==> src/rtl/irq_cmb_pkg.sv <==
package irq_cmb_pkg;
  localparam int SRC_PER_GRP  = 8;
  localparam int GRP_PER_BANK = 4;
  localparam int BANK_W       = SRC_PER_GRP * GRP_PER_BANK;

  typedef enum logic [1:0] {
    RSEL_SET  = 2'd0,
    RSEL_CLR  = 2'd1,
    RSEL_RSV  = 2'd2,
    RSEL_STAT = 2'd3
  } reg_sel_e;
endpackage

==> src/rtl/irq_cmb_rst_sync.sv <==
module irq_cmb_rst_sync (
  input  logic clk,
  input  logic rst_n,
  output logic rst_sync_n
);
  logic [1:0] sync_q;

  always_ff @(posedge clk or negedge rst_n) begin
    if (!rst_n) sync_q <= 2'b00;
    else        sync_q <= {sync_q[0], 1'b1};
  end

  assign rst_sync_n = sync_q[1];
endmodule

==> src/rtl/irq_cmb_decode.sv <==
module irq_cmb_decode
  import irq_cmb_pkg::*;
#(
  parameter int ADDR_W    = 8,
  parameter int NUM_BANKS = 2,
  localparam int BIDX_W   = ADDR_W - 4
) (
  input  logic [ADDR_W-1:0] addr,
  input  logic              wr_en,
  output logic [BIDX_W-1:0] bank_idx,
  output logic              bank_hit,
  output reg_sel_e          sel,
  output logic [NUM_BANKS-1:0] set_we,
  output logic [NUM_BANKS-1:0] clr_we
);
  always_comb begin
    bank_idx = addr[ADDR_W-1:4];
    sel      = reg_sel_e'(addr[3:2]);
    bank_hit = (addr[1:0] == 2'b00) &&
               ({{(32-BIDX_W){1'b0}}, bank_idx} < 32'(NUM_BANKS));
    set_we   = '0;
    clr_we   = '0;
    for (int b = 0; b < NUM_BANKS; b++) begin
      if (wr_en && bank_hit && (bank_idx == BIDX_W'(b))) begin
        set_we[b] = (sel == RSEL_SET);
        clr_we[b] = (sel == RSEL_CLR);
      end
    end
  end
endmodule

==> src/rtl/irq_cmb_en_bank.sv <==
module irq_cmb_en_bank
  import irq_cmb_pkg::*;
#(
  parameter logic [BANK_W-1:0] IMPL_MASK = '1
) (
  input  logic              clk,
  input  logic              rst_n,
  input  logic              set_we,
  input  logic              clr_we,
  input  logic [BANK_W-1:0] wdata,
  output logic [BANK_W-1:0] en_q
);
  logic [BANK_W-1:0] en_d;
  logic              en_ce;

  always_comb begin
    en_ce = set_we | clr_we;
    en_d  = en_q;
    if (set_we) en_d = en_d | wdata;
    if (clr_we) en_d = en_d & ~wdata;
    en_d  = en_d & IMPL_MASK;
  end

  always_ff @(posedge clk or negedge rst_n) begin
    if (!rst_n)     en_q <= '0;
    else if (en_ce) en_q <= en_d;
  end
endmodule

==> src/rtl/irq_cmb_group_or.sv <==
module irq_cmb_group_or
  import irq_cmb_pkg::*;
(
  input  logic                   clk,
  input  logic                   rst_n,
  input  logic [SRC_PER_GRP-1:0] src,
  input  logic [SRC_PER_GRP-1:0] en,
  output logic                   irq_q
);
  logic irq_d;

  always_comb irq_d = |(src & en);

  always_ff @(posedge clk or negedge rst_n) begin
    if (!rst_n) irq_q <= 1'b0;
    else        irq_q <= irq_d;
  end
endmodule

==> src/rtl/irq_combiner.sv <==
module irq_combiner
  import irq_cmb_pkg::*;
#(
  parameter int NUM_GROUPS = 8,
  parameter int ADDR_W     = 8
) (
  input  logic                              clk,
  input  logic                              rst_n,
  input  logic [NUM_GROUPS*SRC_PER_GRP-1:0] irq_src,
  input  logic                              reg_wr_en,
  input  logic                              reg_rd_en,
  input  logic [ADDR_W-1:0]                 reg_addr,
  input  logic [BANK_W-1:0]                 reg_wdata,
  output logic [BANK_W-1:0]                 reg_rdata,
  output logic [NUM_GROUPS-1:0]             group_irq
);
  localparam int NUM_SRC   = NUM_GROUPS * SRC_PER_GRP;
  localparam int NUM_BANKS = (NUM_GROUPS + GRP_PER_BANK - 1) / GRP_PER_BANK;
  localparam int PAD_W     = NUM_BANKS * BANK_W;
  localparam int BIDX_W    = ADDR_W - 4;

  logic                 rst_i_n;
  logic [BIDX_W-1:0]    bank_idx;
  logic                 bank_hit;
  reg_sel_e             sel;
  logic [NUM_BANKS-1:0] set_we;
  logic [NUM_BANKS-1:0] clr_we;
  logic [PAD_W-1:0]     en_all;
  logic [PAD_W-1:0]     src_pad;
  logic [NUM_SRC-1:0]   en_flat;
  logic [BANK_W-1:0]    bank_en;
  logic [BANK_W-1:0]    bank_src;
  logic [BANK_W-1:0]    rdata_d;

  irq_cmb_rst_sync u_rst (
    .clk        (clk),
    .rst_n      (rst_n),
    .rst_sync_n (rst_i_n)
  );

  irq_cmb_decode #(.ADDR_W(ADDR_W), .NUM_BANKS(NUM_BANKS)) u_dec (
    .addr     (reg_addr),
    .wr_en    (reg_wr_en),
    .bank_idx (bank_idx),
    .bank_hit (bank_hit),
    .sel      (sel),
    .set_we   (set_we),
    .clr_we   (clr_we)
  );

  for (genvar b = 0; b < NUM_BANKS; b++) begin : g_bank
    localparam int VALID = ((NUM_SRC - b*BANK_W) >= BANK_W) ? BANK_W
                                                           : (NUM_SRC - b*BANK_W);
    localparam logic [BANK_W-1:0] MASK = (VALID == BANK_W) ? {BANK_W{1'b1}}
                                         : BANK_W'((64'd1 << VALID) - 64'd1);
    irq_cmb_en_bank #(.IMPL_MASK(MASK)) u_en (
      .clk    (clk),
      .rst_n  (rst_i_n),
      .set_we (set_we[b]),
      .clr_we (clr_we[b]),
      .wdata  (reg_wdata),
      .en_q   (en_all[b*BANK_W +: BANK_W])
    );
  end

  always_comb begin
    src_pad = '0;
    src_pad[NUM_SRC-1:0] = irq_src;
  end

  assign en_flat = en_all[NUM_SRC-1:0];

  for (genvar g = 0; g < NUM_GROUPS; g++) begin : g_grp
    irq_cmb_group_or u_or (
      .clk   (clk),
      .rst_n (rst_i_n),
      .src   (irq_src[g*SRC_PER_GRP +: SRC_PER_GRP]),
      .en    (en_flat[g*SRC_PER_GRP +: SRC_PER_GRP]),
      .irq_q (group_irq[g])
    );
  end

  always_comb begin
    bank_en  = '0;
    bank_src = '0;
    for (int b = 0; b < NUM_BANKS; b++) begin
      if (bank_idx == BIDX_W'(b)) begin
        bank_en  = en_all[b*BANK_W +: BANK_W];
        bank_src = src_pad[b*BANK_W +: BANK_W];
      end
    end
    rdata_d = '0;
    if (bank_hit) begin
      unique case (sel)
        RSEL_SET, RSEL_CLR: rdata_d = bank_en;
        RSEL_STAT:          rdata_d = bank_en & bank_src;
        default:            rdata_d = '0;
      endcase
    end
  end

  always_ff @(posedge clk or negedge rst_i_n) begin
    if (!rst_i_n)       reg_rdata <= '0;
    else if (reg_rd_en) reg_rdata <= rdata_d;
  end
endmodule

==> config.mk <==
export PLATFORM = sky130hd
export DESIGN_NAME = irq_combiner
export DESIGN_NICKNAME = d
export VERILOG_FILES = /design/src/rtl/irq_cmb_pkg.sv /design/src/rtl/irq_cmb_rst_sync.sv /design/src/rtl/irq_cmb_decode.sv /design/src/rtl/irq_cmb_en_bank.sv /design/src/rtl/irq_cmb_group_or.sv /design/src/rtl/irq_combiner.sv
export SDC_FILE = /design/constraint.sdc
export NUM_CORES = 1
export LEC_CHECK = 0
export ABC_AREA = 1
export ABC_CLOCK_PERIOD_IN_PS = 3200
export BUFFER_PORTS_ARGS = -buffer_cell sky130_fd_sc_hd__clkbuf_2
export CAP_MARGIN = 10
export CELL_PAD_IN_SITES_DETAIL_PLACEMENT = 0
export CELL_PAD_IN_SITES_GLOBAL_PLACEMENT = 1
export CORE_MARGIN = 4
export CORE_UTILIZATION = 35
export CTS_BUF_LIST = sky130_fd_sc_hd__clkbuf_4
export DETAILED_ROUTE_END_ITERATION = 16
export GPL_ROUTABILITY_DRIVEN = 0
export PLACE_DENSITY_LB_ADDON = 0.1
export SYNTH_ARGS = -nofsm -noshare
export SYNTH_HDL_FRONTEND = slang
export SYNTH_SLANG_ARGS = --single-unit
==> constraint.sdc <==
create_clock -name clk -period 3.2 [get_ports clk]
set_clock_uncertainty 0.2 [all_clocks]
set_input_delay 0.32 -clock clk [delete_from_list [all_inputs] [get_ports clk]]
set_output_delay 0.32 -clock clk [all_outputs]
set_load 0.005 [all_outputs]
-- Word level (Yosys, flattened, before mapping)
Cells that the tools add are included.
- magnitude comparators: 1
- equality and inequality tests: 3
- multiplexer cells: 14
- bitwise operators: 16
- reduce and logical (&&, ||, !) cells: 16
- operators with widths (operator ; number):
    32-bit two-way mux ; 9
    32-bit AND ; 3
    8-bit AND ; 8
    32-bit bitwise OR ; 2
    32-bit case mux with 2 select lines ; 1
    8-bit OR reduction ; 8
    32-bit inverter ; 1
    4-bit by 1-bit equality test with 1-bit output, second input constant ; 1
    1-bit logical AND ; 4
    2-bit zero test ; 2
    4-bit zero test ; 1
    4-bit by 2-bit less-than comparator with 1-bit output, second input constant ; 1
    1-bit two-way mux ; 4
    2-bit by 1-bit equality test with 1-bit output, second input constant ; 1
    2-bit equality test, second input constant ; 1
    1-bit bitwise OR ; 2
    2-bit OR reduction ; 1
- bits in registers: 106
- input bits: 108
- logic and storage cells: 62

-- Longest topological paths before layout
- depth in word-level cells: 8
- gate-level depth with buffers: 11
- depth with buffers taken out: 8

-- Hierarchy
From an unflattened synthesis, not the netlist that was laid out.
- cell total of the unflattened synthesis: 1042
- area, all modules: 6513.7 um^2
- modules (own cells, without submodules) (module ; times used ; cells an instance ; area an instance (um^2)):
    irq_cmb_en_bank ; 2 ; 230 ; 1570.3
    irq_combiner ; 1 ; 428 ; 2549.9
    irq_cmb_group_or ; 8 ; 16 ; 81.3
    irq_cmb_decode ; 1 ; 23 ; 118.9
    irq_cmb_rst_sync ; 1 ; 3 ; 53.8

-- Worst setup path before layout
Ideal clock, no wire load.
- kind: input to register
- from: input port reg_addr[4]
- to: register reg_rdata[27]
- arrival: 1.274 ns
- data required time: 2.934 ns
- setup slack: 1.660 ns
- cell stages on the path: 9
- path through: buf_2 -> nor2_2 -> clkbuf_1 -> nand3_1 -> nand2_1 -> nand2_1 -> nand2_1 -> nand2_1 -> nand2_1
- word-level cells in the longest chain between the ends: 6
- RTL lines (item ; RTL line ; RTL):
    start: declaration ; irq_combiner.sv:12 ; input logic [ADDR_W-1:0] reg_addr,
    4-bit zero test ; irq_combiner.sv:87 ; if (bank_idx == BIDX_W'(b)) begin
    32-bit two-way mux (2 in a row) ; irq_combiner.sv:87 ;
    32-bit AND ; irq_combiner.sv:96 ; RSEL_STAT: rdata_d = bank_en & bank_src;
    32-bit case mux with 2 select lines ; irq_combiner.sv:94 ; unique case (sel)
    32-bit two-way mux * ; irq_combiner.sv:93 ; if (bank_hit) begin
    end signal: assignment ; irq_combiner.sv:104 ; else if (reg_rd_en) reg_rdata <= rdata_d;
    end: declaration ; irq_combiner.sv:14 ; output logic [BANK_W-1:0] reg_rdata,
Every way passes the cells marked *; elsewhere a longest branch is shown, timed or not.
A chain may end at the register's enable or synchronous reset.

==> flow_metrics.tcl <==
set metrics [dict create \
    status "finished, final reports clean" \
    final_antenna_net_count 0 \
    rsz0062_at_grt "false" \
    final_nets 1165 \
    synth_edf_count 0 \
    io_pins 148 \
    htree_levels 3 \
    num-fill-cells 1876 \
    drt-pass1-iter-count 5 \
    layout-drive-gt1-share_pct 18.4 \
    row_count 48 \
    synth_compound_area_share_pct 6.35 \
    cts_resized 0 \
    grt_usage_pct 21.7 \
    hold_start "irq_src[52]" \
    antenna_found_initial 1 \
    cts_tree "done" \
    clkPwrFrac_pct 31.5 \
    hp-class "in2reg" \
    fin_crit_ns 2.41 \
    vdd_drop_max_mv 0.253 \
    start_kind "register" \
    crit_chain "nand2_1 -> o21ai_0 -> a221oi_1 -> dlygate4sd3_1 -> nand2_1 -> dlygate4sd3_1" \
    viasPerCell 5.12 \
    synth_warnings 0 \
    cts_sinks 106 \
    multiInputGateArea_mm2 0.00309 \
    dieArea_mm2 0.0201 \
    ys_ff_latch 106 \
    synth_top_area_share_pct 42.3 \
    synth_ff_type "dfrtp_1" \
    grt.busiest_layer "met2" \
    worstMarginPinSlew_ns 0.638 \
    seq_power_share_pct 51.9 \
    yosysMostFrequentCell "nand2_1" \
    p_int_mw 1.98 \
    fin_util_pct 45.2 \
    worstPathArrival_ns 2.60 \
    start_util_pct 36.0 \
    synthSimpleGateAreaFrac_pct 42.7 \
    cap_violations 0 \
    leakage_nw 4.21 \
    regToRegEndpoint "g_grp[4].u_or.irq_q$_DFF_PN0_" \
    cts_made_buffers 9 \
    synth.cells.most_frequent "339 x nand2_1, 118 x nand4_1, 106 x dfrtp_1, 79 x nor2_1, 62 x nand3_1" \
    ys_seq_area_share_pct 42.3 \
    pwr-share-comb_pct 16.6 \
    clk_path_buf_depth 2 \
    syn-num-nets 1002 \
    async_reset_ff_share_pct 100 \
    synthCells 894 \
    synthXorXnorAreaFrac_pct 0 \
    synth_mux_area_share_pct 0 \
    setup_viol 0 \
    met1_usage_pct 32.1 \
    synth_area_leaders "dfrtp_1 42%, nand2_1 20%, nand4_1 12%, nand3_1 5.0%, nor2_1 4.7%" \
    die_x_um 142 \
    die_h_um 142 \
    yosysUniqueCellTypes 22 \
    synthAdderAreaFrac_pct 0 \
    drc 0 \
    endpoint_kind "register" \
    grt_use_met3_pct 2.90 \
    cpLargestDelayFamily "buffers and inverters" \
    register_area_mm2 0.00266 \
    final_hold_viol_count 0 \
    synth_largest_area_cell "dfrtp_1" \
    crit_type "reg2reg" \
    worstPathRequired_ns 3.39 \
    first_iter_violations 536 \
    synth_area_mm2 0.00627 \
    grt_max_degree 71 \
    hold_depth 7 \
    r2r_cells 6 \
    power_density_mw_per_mm2 354 \
    slowest_delay_ns 0.61 \
    crit_fanout 3 \
    area_growth_pct 25.6 \
    postRouteWirelength_um 21700 \
    timing.final.crit_share_pct 75.4 \
    crit_buf_inv 2 \
    cts_root_buffer "clkbuf_4" \
    grt_pass1_vias 6285 \
    setup_tns_ns 0 \
    synth_top_family_by_area "simple AND/OR/NAND/NOR gates" \
    p_sw_share_pct 28.9 \
    path_clk_slew_ns 0.17 \
    gr-total-overflow 0 \
    numPortBuffers 147 \
    vias 6595 \
    critPathSlowestCell "dlygate4sd3_1" \
    fmax_mhz 415 \
    hpwlAfterDp_um 14900 \
    synth.avg_cell_area_um2 7.01 \
    min_to "reg_rdata[20]$_DFFE_PN0P_" \
    core_mm2 0.0174 \
    grt_pass1_wl_um 34700 \
    maxSlewViolCount 0 \
    use_met2_pct 34.0 \
    clock_latency_ns 0.48 \
    ff2ff_setup_slack_ns 0.79 \
    p_switching_mw 0.805 \
    wl_per_cell_um 16.8 \
    slew_headroom_pct 57.5 \
]
[routing by layer]
metal / vias up / part of all wire, %
met4: 0 / 1.0
met2: 199 / 45
met3: 16 / 5.4
met5: - / 0
li1: 3315 / -
met1: 3065 / 48
[stage by stage]
step           worst slack [ns]  cell area, µm²  std cells  hold WS [ns]  power [mW]
2_1_floorplan              1.22            6270        894        -0.176        1.67
3_3_place_gp              0.895            7100       1213       -0.0928        1.87
3_5_place_dp              0.877            7100       1213       -0.0938        1.87
4_1_cts                   0.869            7860       1286       0.00198        2.82
5_1_grt                   0.657            7870       1289        0.0380        2.94
6_report                  0.788            7870       1289        0.0452        2.78
[power groups by stage]
stage                     logic, mW  registers (mW)  clock network (mW)
after floorplan               0.205            1.46                   0
after global placement        0.398            1.47                   0
after detailed placement      0.395            1.47                   0
after CTS                     0.464            1.45               0.909
after global routing          0.515            1.46               0.966
final                         0.463            1.45               0.876
[tightest hold or removal path, cell delays in order]
cell and delay, ns:
clkbuf_2 0.10, nand3_1 0.07, nand2_1 0.05, nand2_1 0.05, nand2_1 0.04, nand2_1 0.05
nand2_1 0.04
[cell type report]
cell class / count / area share [%]
Multi-Input combinational cell: 675 / 39.3
Sequential cell: 106 / 33.8
Timing Repair Buffer: 228 / 19.2
Tap cell: 225 / 3.58
Inverter: 37 / 1.76
Clock inverter: 5 / 1.34
Clock buffer: 10 / 0.954
Antenna cell: 3 / 0.0954
[placed cells by master, fill, tap and decap left out]
cell type      netlist  final
nand2_1            339    339
clkbuf_2             0    147
nand4_1            118    118
dfrtp_1            106    105
nor2_1              79     77
nand3_1             62     62
dlygate4sd3_1        0     58
inv_1               36     36
o21ai_0             27     27
buf_4               12     21
a21oi_1             15     15
a221oi_1            13     13
o21ai_1             13     13
clkbuf_4             0     10
nor2_4               2      4
diode_2              0      3
nor2_2               3      3
bufinv_16            0      3
clkinvlp_4           0      2
buf_12               0      2
a22o_1               1      1
and3_1               1      1
nand3_2              1      1
inv_2                1      1
conb_1               1      1
dfrtp_4              0      1
[repair_timing]
item | CTS | global route
hold endpoints to repair | 74 | 0
hold buffers | 58 | 0
setup buffers | 0 | 0
[how the worst max path moves through the flow]
stage               cells after the start                            end                 startpoint
global placement                        8                       register                reg_addr[7]
global route                            6  g_grp[4].u_or.irq_q$_DFF_PN0_                   register
CTS                                     6  g_grp[4].u_or.irq_q$_DFF_PN0_                   register
finish                                  6  g_grp[4].u_or.irq_q$_DFF_PN0_                   register
detailed placement                      8                       register                reg_addr[7]
floorplan                               0     asynchronous set/reset pin  u_rst.sync_q[1]$_DFF_PN0_
[logic make-up after synthesis]
kind of cell,Yosys count
simple gates,605
buf+inv,113
flops,106
compound gates,69
other cells,1
No activity file was read; power rests on OpenSTA's default activity.
